`config.mk`:
```
export PLATFORM = sky130hd
export DESIGN_NAME = irq_bank
export DESIGN_NICKNAME = d
export VERILOG_FILES = /design/src/rtl/irq_bank_pkg.sv /design/src/rtl/irq_line_sense.sv /design/src/rtl/irq_rd_mux.sv /design/src/rtl/irq_bank.sv
export SDC_FILE = /design/constraint.sdc
export NUM_CORES = 1
export LEC_CHECK = 0
export BUFFER_PORTS_ARGS = -buffer_cell sky130_fd_sc_hd__clkbuf_2
export CORE_UTILIZATION = 51
export CTS_CLUSTER_SIZE = 40
export DETAILED_ROUTE_END_ITERATION = 6
export MAX_ROUTING_LAYER = met4
export PLACE_DENSITY = 0.73
export SYNTH_ARGS = -nofsm -noshare
export SYNTH_HDL_FRONTEND = slang
export SYNTH_SLANG_ARGS = --single-unit
```
`constraint.sdc`:
```
create_clock -name clk -period 2.3 [get_ports clk]
set_input_delay 0.46 -clock clk [delete_from_list [all_inputs] [get_ports clk]]
set_output_delay 0.46 -clock clk [all_outputs]
set_load 0.05 [all_outputs]
```
`src/rtl/irq_bank_pkg.sv`:
```
package irq_bank_pkg;

  localparam int REG_W  = 32;
  localparam int ADDR_W = 12;
  localparam int RGN_W  = 5;
  localparam int WIDX_W = 5;

  typedef enum logic [RGN_W-1:0] {
    RGN_CTRL   = 5'd0,
    RGN_SET_EN = 5'd2,
    RGN_CLR_EN = 5'd3,
    RGN_SET_PD = 5'd4,
    RGN_CLR_PD = 5'd5,
    RGN_CFG    = 5'd24
  } region_e;

  // enable tied to one for software sources
  function automatic logic f_en_fixed(int id, int n_sgi);
    return id < n_sgi;
  endfunction

  // bit writable by software through set/clear views
  function automatic logic f_sw_writable(int id, int priv_base);
    return id >= priv_base;
  endfunction

  // writable bits of the two-bit configuration field
  function automatic logic [1:0] f_cfg_mask(int id, int n_sgi, int hw_base);
    if (id < n_sgi)       return 2'b01;
    else if (id < hw_base) return 2'b00;
    else                  return 2'b11;
  endfunction

  // identification word: line code in [4:0], cpu count minus one in [7:5]
  function automatic logic [REG_W-1:0] f_type_word(int n_irq);
    logic [4:0] lines;
    lines = 5'((n_irq / REG_W) - 1);
    return {24'd0, 3'd0, lines};
  endfunction

endpackage

```
`src/rtl/irq_line_sense.sv`:
```
module irq_line_sense (
  input  logic clk,
  input  logic rst_n,
  input  logic line_in,
  input  logic edge_mode,
  output logic level_hit,
  output logic rise_hit
);
  logic line_q;
  logic line_prev;

  always_ff @(posedge clk or negedge rst_n) begin
    if (!rst_n) begin
      line_q    <= 1'b0;
      line_prev <= 1'b0;
    end else begin
      line_q    <= line_in;
      line_prev <= line_q;
    end
  end

  assign level_hit = line_q & ~edge_mode;
  assign rise_hit  = line_q & ~line_prev & edge_mode;
endmodule

```
`src/rtl/irq_rd_mux.sv`:
```
module irq_rd_mux import irq_bank_pkg::*; #(
  parameter int NUM_IRQ = 64,
  parameter logic [REG_W-1:0] TYPE_WORD = 32'h1
) (
  input  logic [RGN_W-1:0]     rgn,
  input  logic [WIDX_W-1:0]    widx,
  input  logic                 dist_en,
  input  logic [NUM_IRQ-1:0]   enable_vec,
  input  logic [NUM_IRQ-1:0]   pend_vec,
  input  logic [2*NUM_IRQ-1:0] cfg_vec,
  output logic [REG_W-1:0]     rdata
);
  localparam int NUM_WORDS = NUM_IRQ / REG_W;
  localparam int CFG_WORDS = 2 * NUM_IRQ / REG_W;

  always_comb begin
    rdata = '0;
    case (rgn)
      RGN_CTRL: begin
        if (widx == 5'd0)      rdata = {{(REG_W-1){1'b0}}, dist_en};
        else if (widx == 5'd1) rdata = TYPE_WORD;
      end
      RGN_SET_EN, RGN_CLR_EN: begin
        for (int w = 0; w < NUM_WORDS; w++)
          if (widx == WIDX_W'(w)) rdata = enable_vec[w*REG_W +: REG_W];
      end
      RGN_SET_PD, RGN_CLR_PD: begin
        for (int w = 0; w < NUM_WORDS; w++)
          if (widx == WIDX_W'(w)) rdata = pend_vec[w*REG_W +: REG_W];
      end
      RGN_CFG: begin
        for (int w = 0; w < CFG_WORDS; w++)
          if (widx == WIDX_W'(w)) rdata = cfg_vec[w*REG_W +: REG_W];
      end
      default: rdata = '0;
    endcase
  end
endmodule

```
`src/rtl/irq_bank.sv`:
```
module irq_bank import irq_bank_pkg::*; #(
  parameter int NUM_IRQ  = 64,
  parameter int NUM_SGI  = 16,
  parameter int NUM_PRIV = 3,
  parameter int HW_BASE  = 32,
  localparam int NUM_HW  = NUM_IRQ - HW_BASE,
  localparam int ID_W    = $clog2(NUM_IRQ)
) (
  input  logic              clk,
  input  logic              rst_n,
  input  logic [ADDR_W-1:2] reg_addr,
  input  logic              reg_wr,
  input  logic [REG_W-1:0]  reg_wdata,
  output logic [REG_W-1:0]  reg_rdata,
  input  logic [NUM_HW-1:0] hw_irq,
  input  logic [NUM_SGI-1:0] sgi_set,
  input  logic              ack_valid,
  input  logic [ID_W-1:0]   ack_id,
  output logic [NUM_IRQ-1:0] irq_out
);
  localparam int NUM_WORDS = NUM_IRQ / REG_W;
  localparam int CFG_WORDS = 2 * NUM_IRQ / REG_W;
  localparam int PRIV_BASE = HW_BASE - NUM_PRIV;

  // address split
  logic [RGN_W-1:0]  rgn;
  logic [WIDX_W-1:0] widx;
  assign rgn  = reg_addr[ADDR_W-1:7];
  assign widx = reg_addr[6:2];

  // per-ID constant masks
  logic [NUM_IRQ-1:0]   en_one_m, sw_rw_m, ack_clr;
  logic [2*NUM_IRQ-1:0] cfg_m;
  for (genvar i = 0; i < NUM_IRQ; i++) begin : g_id
    assign en_one_m[i]     = f_en_fixed(i, NUM_SGI);
    assign sw_rw_m[i]      = f_sw_writable(i, PRIV_BASE);
    assign cfg_m[2*i +: 2] = f_cfg_mask(i, NUM_SGI, HW_BASE);
    assign ack_clr[i]      = ack_valid && (ack_id == ID_W'(i));
  end

  // write data spread over the ID vector
  logic [NUM_IRQ-1:0] wr_vec;
  for (genvar w = 0; w < NUM_WORDS; w++) begin : g_wword
    assign wr_vec[w*REG_W +: REG_W] = (widx == WIDX_W'(w)) ? reg_wdata : '0;
  end

  logic [NUM_IRQ-1:0] wr_set_en, wr_clr_en, wr_set_pd, wr_clr_pd;
  assign wr_set_en = (reg_wr && rgn == RGN_SET_EN) ? (wr_vec & sw_rw_m) : '0;
  assign wr_clr_en = (reg_wr && rgn == RGN_CLR_EN) ? (wr_vec & sw_rw_m) : '0;
  assign wr_set_pd = (reg_wr && rgn == RGN_SET_PD) ? (wr_vec & sw_rw_m) : '0;
  assign wr_clr_pd = (reg_wr && rgn == RGN_CLR_PD) ? (wr_vec & sw_rw_m) : '0;

  logic wr_ctrl;
  assign wr_ctrl = reg_wr && rgn == RGN_CTRL && widx == 5'd0;

  // state
  logic                 dist_en_q;
  logic [NUM_IRQ-1:0]   en_q, pend_q;
  logic [2*NUM_IRQ-1:0] cfg_q;

  // hardware line sensing
  logic [NUM_HW-1:0] lvl_hit, rise_hit;
  for (genvar j = 0; j < NUM_HW; j++) begin : g_line
    irq_line_sense u_sense (
      .clk       (clk),
      .rst_n     (rst_n),
      .line_in   (hw_irq[j]),
      .edge_mode (cfg_q[2*(HW_BASE+j)+1]),
      .level_hit (lvl_hit[j]),
      .rise_hit  (rise_hit[j])
    );
  end

  logic [NUM_IRQ-1:0] hw_lvl_full, hw_rise_full, sgi_full;
  assign hw_lvl_full  = {lvl_hit,  {HW_BASE{1'b0}}};
  assign hw_rise_full = {rise_hit, {HW_BASE{1'b0}}};
  assign sgi_full     = {{(NUM_IRQ-NUM_SGI){1'b0}}, sgi_set};

  // pending update events, named for the checker
  logic [NUM_IRQ-1:0] pend_set, pend_clr;
  assign pend_set = wr_set_pd | sgi_full | hw_rise_full;
  assign pend_clr = wr_clr_pd | ack_clr;

  always_ff @(posedge clk or negedge rst_n) begin
    if (!rst_n) begin
      dist_en_q <= 1'b0;
      en_q      <= '0;
      pend_q    <= '0;
      cfg_q     <= '0;
    end else begin
      if (wr_ctrl) dist_en_q <= reg_wdata[0];
      en_q   <= (en_q & ~wr_clr_en) | wr_set_en;
      pend_q <= (pend_q & ~pend_clr) | pend_set;
      for (int w = 0; w < CFG_WORDS; w++)
        if (reg_wr && rgn == RGN_CFG && widx == WIDX_W'(w))
          cfg_q[w*REG_W +: REG_W] <= reg_wdata & cfg_m[w*REG_W +: REG_W];
    end
  end

  logic [NUM_IRQ-1:0] enable_eff, pend_eff;
  assign enable_eff = en_q | en_one_m;
  assign pend_eff   = pend_q | hw_lvl_full;

  assign irq_out = dist_en_q ? (enable_eff & pend_eff) : '0;

  irq_rd_mux #(
    .NUM_IRQ   (NUM_IRQ),
    .TYPE_WORD (f_type_word(NUM_IRQ))
  ) u_rd (
    .rgn        (rgn),
    .widx       (widx),
    .dist_en    (dist_en_q),
    .enable_vec (enable_eff),
    .pend_vec   (pend_eff),
    .cfg_vec    (cfg_q),
    .rdata      (reg_rdata)
  );
endmodule

```
==> flow_summary.toml, run 1 <==
[global_routing]
grt_pass1_vias = 10190
grt_max_degree = 62
grt_pass1_wl_mm = 58.47
grt_use_total_pct = 33.87
grt-ovfl-total = 0
antenna_found_initial = 0

[placement]
hpwl_mm = 25.57
port_buffers = 182
finalWeightedCongestion = 0.9145
placed_cell_area_mm2 = 0.01390
dpl_worst_slack_ps = -239.0
dp.cells = 1537

[clock_network]
htreeDepth = 1
clkLatencyLatePin_ps = 540
cts_tree = "yes"
cts_made_buffers = 26
clockBufferDepth = 3
cts_root_buffer = "clkbuf_16"
clkTransAtPathRegs_ps = 60
cts_sinks = 244

[synthesis]
syn_area_mm2 = 0.01147
yosys.area.top_type = "dfrtp_1"
netlist.area_leader.share_pct = 53.21
ys_seq_elements = 244
synth.avg_cell_area_um2 = 10.84
yosysWarnings = 0
synthArstFlopShare_pct = 100.0
ys_top_cells_by_area = "dfrtp_1, o221ai_1, mux2_2"
syn_inst = 1059
synth_cell_types = 50
ys_seq_area_share_pct = 53.21
synth-main-ff-cell = "dfrtp_1"
synth_edf_count = 0

[timing]
fin_skew_ps = 10.22
slew_headroom_pct = 47.34
drv_slew = 0
fmax_mhz = 393.9
fin_ws_ps = -238.8
post-route-min-period_ps = 2539
rsz0062_at_grt = "yes"
period_share_pct = 110.4
setup_viol = 32
timing_hold_violations_final = 0
tns_ps = -4416
hold_slack_ps = 24.28
worstMarginPinSlew_ps = 789.9

[finish]
antenna_cells = 0
regArea_mm2 = 0.006107
syn_to_final_growth_pct = 34.29
layoutNonFillerInstCount = 1608
fillers = 1537
post_route_cells_drive_above_1_share_pct = 35.99
stdcell_area_mm2 = 0.01541
multi_input_area_mm2 = 0.005381
nets = 1410

[critical_path]
cp-start-kind = "input port"
crit_chain = "buf_6 > or4_4 > nor2_4 > buf_12 > buf_12 > a21oi_4 > o211ai_1 > clkbuf_16"
cpPeakStageDelay_ps = 560
r2r_end = "dist_en_q"
path_class = "in2out"
r2r_slack_ps = 1260
cp_top_family = "simple AND/OR/NAND/NOR gates"
slowest_stage = "or4_4"
rr_worst_depth = 2
path_max_fanout = 4
worst_setup_path_end_kind = "output port"
cp.required_ps = 1840
crit_path_frequent_cell = "buf_12"
r2r-start = "dist_en_q"
crit_buf_inv = 4
cp.arrival_ps = 2080

[min_path]
holdPathStages = 1
hold_start = "hw_irq[2]"
hp-class = "in2reg"
min_to = "g_line[2].u_sense.line_q"

[power]
p_switching_uw = 2453
clock_power_share_pct = 43.3
p_int_uw = 7418
seq_power_share_pct = 47.1
ir_drop_mv = 0.4558
netSwitchingFraction_pct = 24.85
pwr-share-comb_pct = 9.6
power_density_mw_per_mm2 = 640.6
p_leak_uw = 0.006971

[run_status]
violations = "DRC, setup timing"
status = "complete, but fails checks"

[die]
fp.dieH_um = 152
dieArea_mm2 = 0.02310
num_rows = 54
fp.coreArea_mm2 = 0.02196
initial_utilization_pct = 52.26
dieWidth_um = 152
io_pins = 196

[detailed_routing]
num_vias = 10050
drt-initial-drc-count = 957
avgViaCountPerCell = 6.250
ant_nets = 0
firstDrtPassIters = 7
wire_per_inst_um = 23.79
drc = 24
finalWirelength_mm = 38.25

[job]
maxCapViolCount = 0
==> worst max path at each step <==
stage                           start            end  depth (start not counted)
after detailed placement  reg_addr[5]   reg_rdata[1]                          9
after global placement    reg_addr[5]  reg_rdata[16]                          7
after floorplan           reg_addr[5]  reg_rdata[16]                          5
after CTS                 reg_addr[5]   reg_rdata[8]                          8
final                     reg_addr[3]  reg_rdata[20]                          8
after global routing      reg_addr[3]  reg_rdata[20]                          8
==> state kept, by name (all words and copies together) (netlist names) <==
register / cells
en_q: 35
cfg_q: 80
pend_q: 64
dist_en_q: 1
g_line.u_sense.line_prev: 32
g_line.u_sense.line_q: 32
==> logic make-up after synthesis <==
kind of cell | synth area share, %
AO/OA/AOI/OAI | 19.28
AND/OR/NAND/NOR | 12.25
flip-flops | 53.21
multiplexers | 11.14
buffers and inverters | 4.089
other | 0.03268
==> power by group through the flow <==
stage / logic, µW / clock network [µW] / registers [µW]
CTS: 904 / 4290 / 4640
global route: 1020 / 4440 / 4670
floorplan: 474 / 0 / 4670
finish: 946 / 4280 / 4650
detailed placement: 880 / 0 / 4710
global placement: 858 / 0 / 4700
==> synth_stat cells, drive strengths merged (2+ instances only) <==
cell type	count
clkbuf	54
nand3b	11
nand4	2
o21a	13
and2	18
o221ai	73
a211o	17
nor3	2
buf	28
nand2	88
nor2b	16
a21oi	43
o21bai	3
o31ai	36
inv	22
a21o	9
o2111ai	3
nand3	52
nand2b	18
mux2i	22
o211a	12
mux2	84
o211ai	16
o21ai	87
nor4b	3
and3	8
dfrtp	244
nor2	62
==> final cells by class <==
class / count / share of cell area (%)
clock inverters: 7 / 0.5684
flip-flops and latches: 244 / 39.63
repair buffers: 293 / 17.00
well taps: 280 / 2.273
multi-input cells: 723 / 34.92
inverters: 22 / 0.5359
clock buffers: 39 / 5.067
==> metal layers <==
layer / wire length, µm / GRT usage [%] / vias up
met5: 0 / - / -
met1: 14980 / 43.42 / 4914
met3: 3742 / 7.273 / 142
met4: 1848 / 15.01 / 0
li1: - / - / 4381
met2: 17680 / 51.96 / 613
==> metrics by stage <==
| step | utilization, % | total power, µW |
|---|---|---|
| 2_1_floorplan | - | 5141 |
| 3_3_place_gp | 63.29 | 5556 |
| 3_5_place_dp | 63.29 | 5588 |
| 4_1_cts | 68.34 | 9830 |
| 5_1_grt | 70.18 | 10120 |
| 6_report | 70.18 | 9871 |
==> cells in the final DEF (no fill, tap or decap), drive strengths merged, types with 17 or more instances in the layout <==
| cell type | count |
|---|---|
| dfrtp | 244 |
| clkbuf | 186 |
| buf | 145 |
| nand2 | 88 |
| o21ai | 87 |
| mux2 | 84 |
| o221ai | 73 |
| nor2 | 62 |
| nand3 | 52 |
| a21oi | 43 |
| o31ai | 36 |
| inv | 22 |
| mux2i | 22 |
| nand2b | 18 |
| and2 | 18 |
| a211o | 17 |
==> timing repair <==
item,CTS,global route
gates resized for setup,37,88
setup endpoints to repair,63,35
endpoints found under the hold margin,57,0
pin swaps,10,29
setup buffers,8,15
hold buffers,1,0
cloned,0,2
Note: power is estimated with default switching activity, not from simulation.
==> run 2: changes to the inputs <==
--- a/config.mk
+++ b/config.mk
@@ -6,11 +6,12 @@
 export NUM_CORES = 1
 export LEC_CHECK = 0
 export BUFFER_PORTS_ARGS = -buffer_cell sky130_fd_sc_hd__clkbuf_2
-export CORE_UTILIZATION = 51
+export CORE_UTILIZATION = 52
 export CTS_CLUSTER_SIZE = 40
 export DETAILED_ROUTE_END_ITERATION = 6
 export MAX_ROUTING_LAYER = met4
-export PLACE_DENSITY = 0.73
+export PLACE_DENSITY = 0.74
 export SYNTH_ARGS = -nofsm -noshare
 export SYNTH_HDL_FRONTEND = slang
+export SYNTH_HIERARCHICAL = 1
 export SYNTH_SLANG_ARGS = --single-unit
==> run 2 against run 1 <==
  * Critical path depth decreased by 1
  * Highest routed layer unchanged
  * Die area grew 12%
  * The flow finishes with violations (setup timing)
  * Maximum frequency grew 0.61%
  * Global-route usage is 1.1 points higher
  * Combinational power grew 55%
==> flow_summary.toml, run 2 <==
[run_status]
status = "complete, but fails checks"
violations = "setup timing"

[finish]
regArea_mm2 = 0.006107
top_register = "cfg_q"
post_route_cells_drive_above_1_share_pct = 39.42
largest_reg_flops = 80
final_cell_mix = "dfrtp_1, mux2_2, clkbuf_2"
nets = 1667
syn_to_final_growth_pct = 34.89
final_common_cell = "dfrtp_1"
multi_input_area_mm2 = 0.006763
fillers = 1715
reg.largest.list = "cfg_q x80, pend_q x64, en_q x35"

[timing]
worstMarginPinSlew_ps = 767.6
period_share_pct = 109.7
fin_skew_ps = 11.73
tns_ps = -4062
slew_headroom_pct = 48.82
timing_hold_violations_final = 0
post-route-min-period_ps = 2523
drv_slew = 0
hold_slack_ps = 24.32
fin_ws_ps = -223.5
rsz0062_at_grt = "yes"
fmax_mhz = 396.3
setup_viol = 34

[die]
num_rows = 57
dieWidth_um = 160.7
initial_utilization_pct = 53.37
fp.dieH_um = 160.7
dieArea_mm2 = 0.02582
io_pins = 196
fp.coreArea_mm2 = 0.02453

[placement]
port_buffers = 182
hpwl_mm = 28.92
finalWeightedCongestion = 0.8883

[clock_network]
clockBufferDepth = 3
htreeDepth = 1
cts_sinks = 244
clkLatencyLatePin_ps = 540
cts_made_buffers = 26
cts_tree = "yes"
cts_root_buffer = "clkbuf_16"
clkTransAtPathRegs_ps = 60

[synthesis]
ys_seq_area_share_pct = 46.63
synth.avg_cell_area_um2 = 10.54
yosysWarnings = 6
ys_top_cells_by_area = "dfrtp_1, mux2_2, mux2i_1"
synthArstFlopShare_pct = 100.0
syn_inst = 1242
syn_area_mm2 = 0.01309
yosysMostFrequentCell = "dfrtp_1"
synth-main-ff-cell = "dfrtp_1"
yosys.area.top_type = "dfrtp_1"
ys_seq_elements = 244
synth_commonest_cells = "dfrtp_1, mux2_2, inv_1, mux2i_1, o21ai_0"
synth_edf_count = 0
synth_cell_types = 52
netlist.area_leader.share_pct = 46.63

[detailed_routing]
drt-initial-drc-count = 1006
avgViaCountPerCell = 6.091
finalWirelength_mm = 43.43
firstDrtPassIters = 7
ant_nets = 0
wire_per_inst_um = 22.76
num_vias = 11620
drc = 0

[global_routing]
grt-ovfl-total = 0
antenna_found_initial = 1
grt_max_degree = 75
grt_use_total_pct = 35.00
grt_pass1_wl_mm = 67.08
grt_pass1_vias = 11980

[critical_path]
path_max_fanout = 2
r2r-start = "cfg_q[127]"
crit_start = "cfg_q[111]"
cp.arrival_ps = 2060
cp-start-kind = "flip-flop"
rr_worst_depth = 5
worst_setup_path_end_kind = "output port"
cp.required_ps = 1840
path_class = "reg2out"

[job]
maxCapViolCount = 0

[min_path]
holdPathStages = 1
hp-class = "in2reg"
hold_start = "hw_irq[6]"

[power]
ir_drop_mv = 0.5243
power_density_mw_per_mm2 = 572.1
p_leak_uw = 0.008218
[run 2: area by class of cell]
type / instances / share of cell area [%]
tap: 324 / 2.295
inverter: 95 / 2.019
antenna: 1 / 0.01417
sequential: 244 / 34.58
multi-input combinational: 887 / 38.29
clock inverter: 3 / 0.1063
clock buffer: 41 / 4.406
timing repair buffer: 313 / 18.29
[run 2: kinds of logic (layout without fill, tap and decap cells)]
kind of cell | after synthesis | count (layout) | synth area share, %
buffers and inverters | 199 | 452 | 7.100
flip-flops | 244 | 244 | 46.63
AND/OR/NAND/NOR | 351 | 351 | 18.13
other | 2 | 91 | 0.05736
AO/OA/AOI/OAI | 239 | 239 | 11.18
multiplexers | 207 | 207 | 16.90
[run 2: final timing paths]
path | slack (ps) | endpoint
max reg2reg | 980 | pend_q[63]
max in group asynchronous | 1060 | g_line[4].u_sense/line_prev
min reg2reg | 390 | g_line[3].u_sense/line_prev
min in group asynchronous | 520 | cfg_q[119]
max | -220 | reg_rdata[23]
min | 20 | g_line[6].u_sense/line_q
[run 2: critical path, cell delays in order, from the launching register on]
cell and delay (ps):
dfrtp_1 410, and2b_2 230, or2_4 230, mux2i_1 160, o22ai_1 100, nand2_1 120, o21ai_2 100, buf_12 170
[run 2: routing by layer]
metal / GRT usage, % / vias up / share of wire [%] / wire (µm)
met2: 55.45 / 742 / 47 / 20350
met5: - / - / 0 / 0
met3: 5.888 / 155 / 10 / 4394
met4: 15.67 / 0 / 4.3 / 1882
met1: 44.13 / 5696 / 39 / 16810
li1: - / 5028 / - / -
[run 2: report_power, final]
part	switching, µW	internal, µW	total [µW]
sequential	109	4500	4610
clock	1720	2300	4020
combinational	838	636	1470
[run 2: what timing repair did]
action,4_1_cts,5_1_grt
gates resized for setup,64,20
pin swaps,67,9
endpoints found under the setup margin,54,41
buffers inserted,33,9
endpoints found under the hold margin,65,0
hold buffers,1,0
[run 2: stage by stage]
stage / setup WS, ps / utilization (%) / cells / total power [µW] / area [µm²]
after global placement: -188.2 / 66.46 / 1822 / 5941 / 16300
after global routing: -258.3 / 71.99 / 1908 / 10420 / 17660
final: -223.5 / 71.99 / 1908 / 10110 / 17660
after floorplan: -204.6 / - / 1330 / 5404 / 13550
after CTS: -190.9 / 71.40 / 1900 / 10060 / 17520
after detailed placement: -214.0 / 66.46 / 1822 / 5982 / 16300
==> run 3: changes to the inputs <==
--- a/config.mk
+++ b/config.mk
@@ -6,11 +6,13 @@
 export NUM_CORES = 1
 export LEC_CHECK = 0
 export BUFFER_PORTS_ARGS = -buffer_cell sky130_fd_sc_hd__clkbuf_2
-export CORE_UTILIZATION = 52
+export CORE_ASPECT_RATIO = 0.8
+export CORE_UTILIZATION = 60
+export CTS_BUF_LIST = sky130_fd_sc_hd__clkbuf_4 sky130_fd_sc_hd__clkbuf_8
 export CTS_CLUSTER_SIZE = 40
 export DETAILED_ROUTE_END_ITERATION = 6
 export MAX_ROUTING_LAYER = met4
-export PLACE_DENSITY = 0.74
+export PLACE_DENSITY = 0.8
 export SYNTH_ARGS = -nofsm -noshare
 export SYNTH_HDL_FRONTEND = slang
 export SYNTH_HIERARCHICAL = 1
==> constraint.sdc (replaced) <==
create_clock -name clk -period 2.7 [get_ports clk]
set_input_delay 0.54 -clock clk [delete_from_list [all_inputs] [get_ports clk]]
set_output_delay 0.54 -clock clk [all_outputs]
set_load 0.05 [all_outputs]
==> run 3 against run 2 <==
  * The flow finishes with violations (DRC)
  * Flip-flop and latch count unchanged
  * Register-to-register slack better by 510 ps
  * First-iteration DRC count increased by 20%
  * Global-route usage is 4.5 points higher
  * Largest power group unchanged
  * Clock power is 15% lower
  * Critical endpoint is now reg_rdata[22]
  * Highest routed layer unchanged
  * Critical path type unchanged
  * Largest cell class unchanged
==> flow_summary.toml, run 3 (same netlist as run 2, synthesis figures left out) <==
[run_status]
status = "complete, but fails checks"
violations = "DRC"

[global_routing]
grt_use_met2_pct = 56.69
met1_usage_pct = 51.05
use_met3_pct = 12.57
grt_pass1_wl_mm = 65.12
grt_use_total_pct = 39.48
grt_pass1_vias = 11580
grt_max_degree = 74
antenna_found_initial = 0
grt.busiest_layer = "met2"
grt-ovfl-total = 0

[die]
fp.dieH_um = 134.1
dieArea_mm2 = 0.02242
io_pins = 196
fp.coreArea_mm2 = 0.02105
dieWidth_um = 167.2
num_rows = 47
initial_utilization_pct = 62.20

[min_path]
min_to = "g_line[17].u_sense/line_q"
holdPathStages = 1
hp-class = "in2reg"
hold_start = "hw_irq[17]"

[timing]
setup_viol = 0
tns_ps = 0
fin_skew_ps = 42.99
rsz0062_at_grt = "yes"
period_share_pct = 98.58
drv_slew = 0
slew_headroom_pct = 46.23
worstMarginPinSlew_ps = 806.5
post-route-min-period_ps = 2662
fmax_mhz = 375.7
timing_hold_violations_final = 0
hold_slack_ps = 58.39

[critical_path]
rr_worst_depth = 5
cp-start-kind = "flip-flop"
path_class = "reg2out"
worst_setup_path_end_kind = "output port"
r2r_slack_ps = 1490
cp.arrival_ps = 2120
cp.required_ps = 2160
path_max_fanout = 4
r2r-start = "g_line[12].u_sense/line_q"
r2r_end = "pend_q[44]"

[detailed_routing]
drc = 5
wire_per_inst_um = 23.51
num_vias = 11570
ant_nets = 0
finalWirelength_mm = 42.85
avgViaCountPerCell = 6.344
drt-initial-drc-count = 1204
firstDrtPassIters = 7

[finish]
final_common_cell = "dfrtp_1"
final_core_util_pct = 77.48
antenna_cells = 0
reg.largest.list = "cfg_q x80, pend_q x64, en_q x35"
largest_reg_flops = 80
fillers = 1356
final_cell_mix = "dfrtp_1, clkbuf_2, mux2_2"
post_route_cells_drive_above_1_share_pct = 37.84
syn_to_final_growth_pct = 24.58
nets = 1625
layoutNonFillerInstCount = 1823
top_register = "cfg_q"

[clock_network]
htreeDepth = 2
cts_tree = "yes"
clockBufferDepth = 3
cts_made_buffers = 39
clkTransAtPathRegs_ps = 60
clkLatencyLatePin_ps = 590
cts_sinks = 244
cts_root_buffer = "clkbuf_8"

[placement]
dp.cells = 1730
finalWeightedCongestion = 0.9756
hpwl_mm = 27.90
port_buffers = 182

[power]
power_density_mw_per_mm2 = 519.1
ir_drop_mv = 0.3718
p_leak_uw = 0.007780

[job]
maxCapViolCount = 0
## run 3: critical path, stage by stage, from the launching register on
cell and delay, ps:
dfrtp_2 410, and2b_2 220, or2_2 300, mux2i_1 190
o22ai_1 100, nand2_1 100, o21ai_2 70, buf_12 150
## run 3: worst max-delay path by stage
| stage | to | slack [ps] | depth (start not counted) | start |
|---|---|---|---|---|
| finish | reg_rdata[22] | 40 | 7 | cfg_q[109] |
| global route | reg_rdata[9] | -20 | 7 | cfg_q[83] |
| CTS | reg_rdata[10] | 0.6 | 7 | cfg_q[85] |
| detailed placement | reg_rdata[11] | 50 | 6 | reg_addr[5] |
| global placement | reg_rdata[12] | 110 | 6 | reg_addr[5] |
| floorplan | reg_rdata[11] | 40 | 5 | reg_addr[5] |
## run 3: per-stage QoR
step	power (µW)	setup WS, ps	cell area (µm²)
2_1_floorplan	4594	35.35	13430
3_3_place_gp	4972	106.3	15120
3_5_place_dp	5010	52.69	15120
4_1_cts	8395	0.6106	16070
5_1_grt	8731	-21.16	16310
6_report	8468	38.30	16310
## run 3: area by class of cell
type                            count  area, µm²  area share (%)
Multi-Input combinational cell    887       6581           40.35
Sequential cell                   244       6117           37.50
Timing Repair Buffer              258       2086           12.79
Clock buffer                       63      785.8           4.817
Inverter                           95      356.6           2.186
Tap cell                          269      336.6           2.063
Clock inverter                      7      48.80          0.2991
## run 3: power by group
group          total (µW)  leakage [µW]  switching [µW]  internal, µW
Combinational        1110       0.00444             684           430
Sequential           3930       0.00289            99.7          3830
Clock                3420      0.000450            1560          1860
## run 3: timing repair
| action | CTS | global route |
|---|---|---|
| endpoints found under the hold margin | 60 | 0 |
| setup buffers | 9 | 13 |
| pin swaps | 4 | 23 |
| hold buffers | 1 | 0 |
| setup endpoints to repair | 14 | 40 |
| resized for setup | 15 | 44 |
## run 3: layer usage
layer	vias up	routed length [µm]
met3	152	5169
met2	774	18850
met4	0	1739
met1	5680	17090
li1	4959	-
met5	-	0
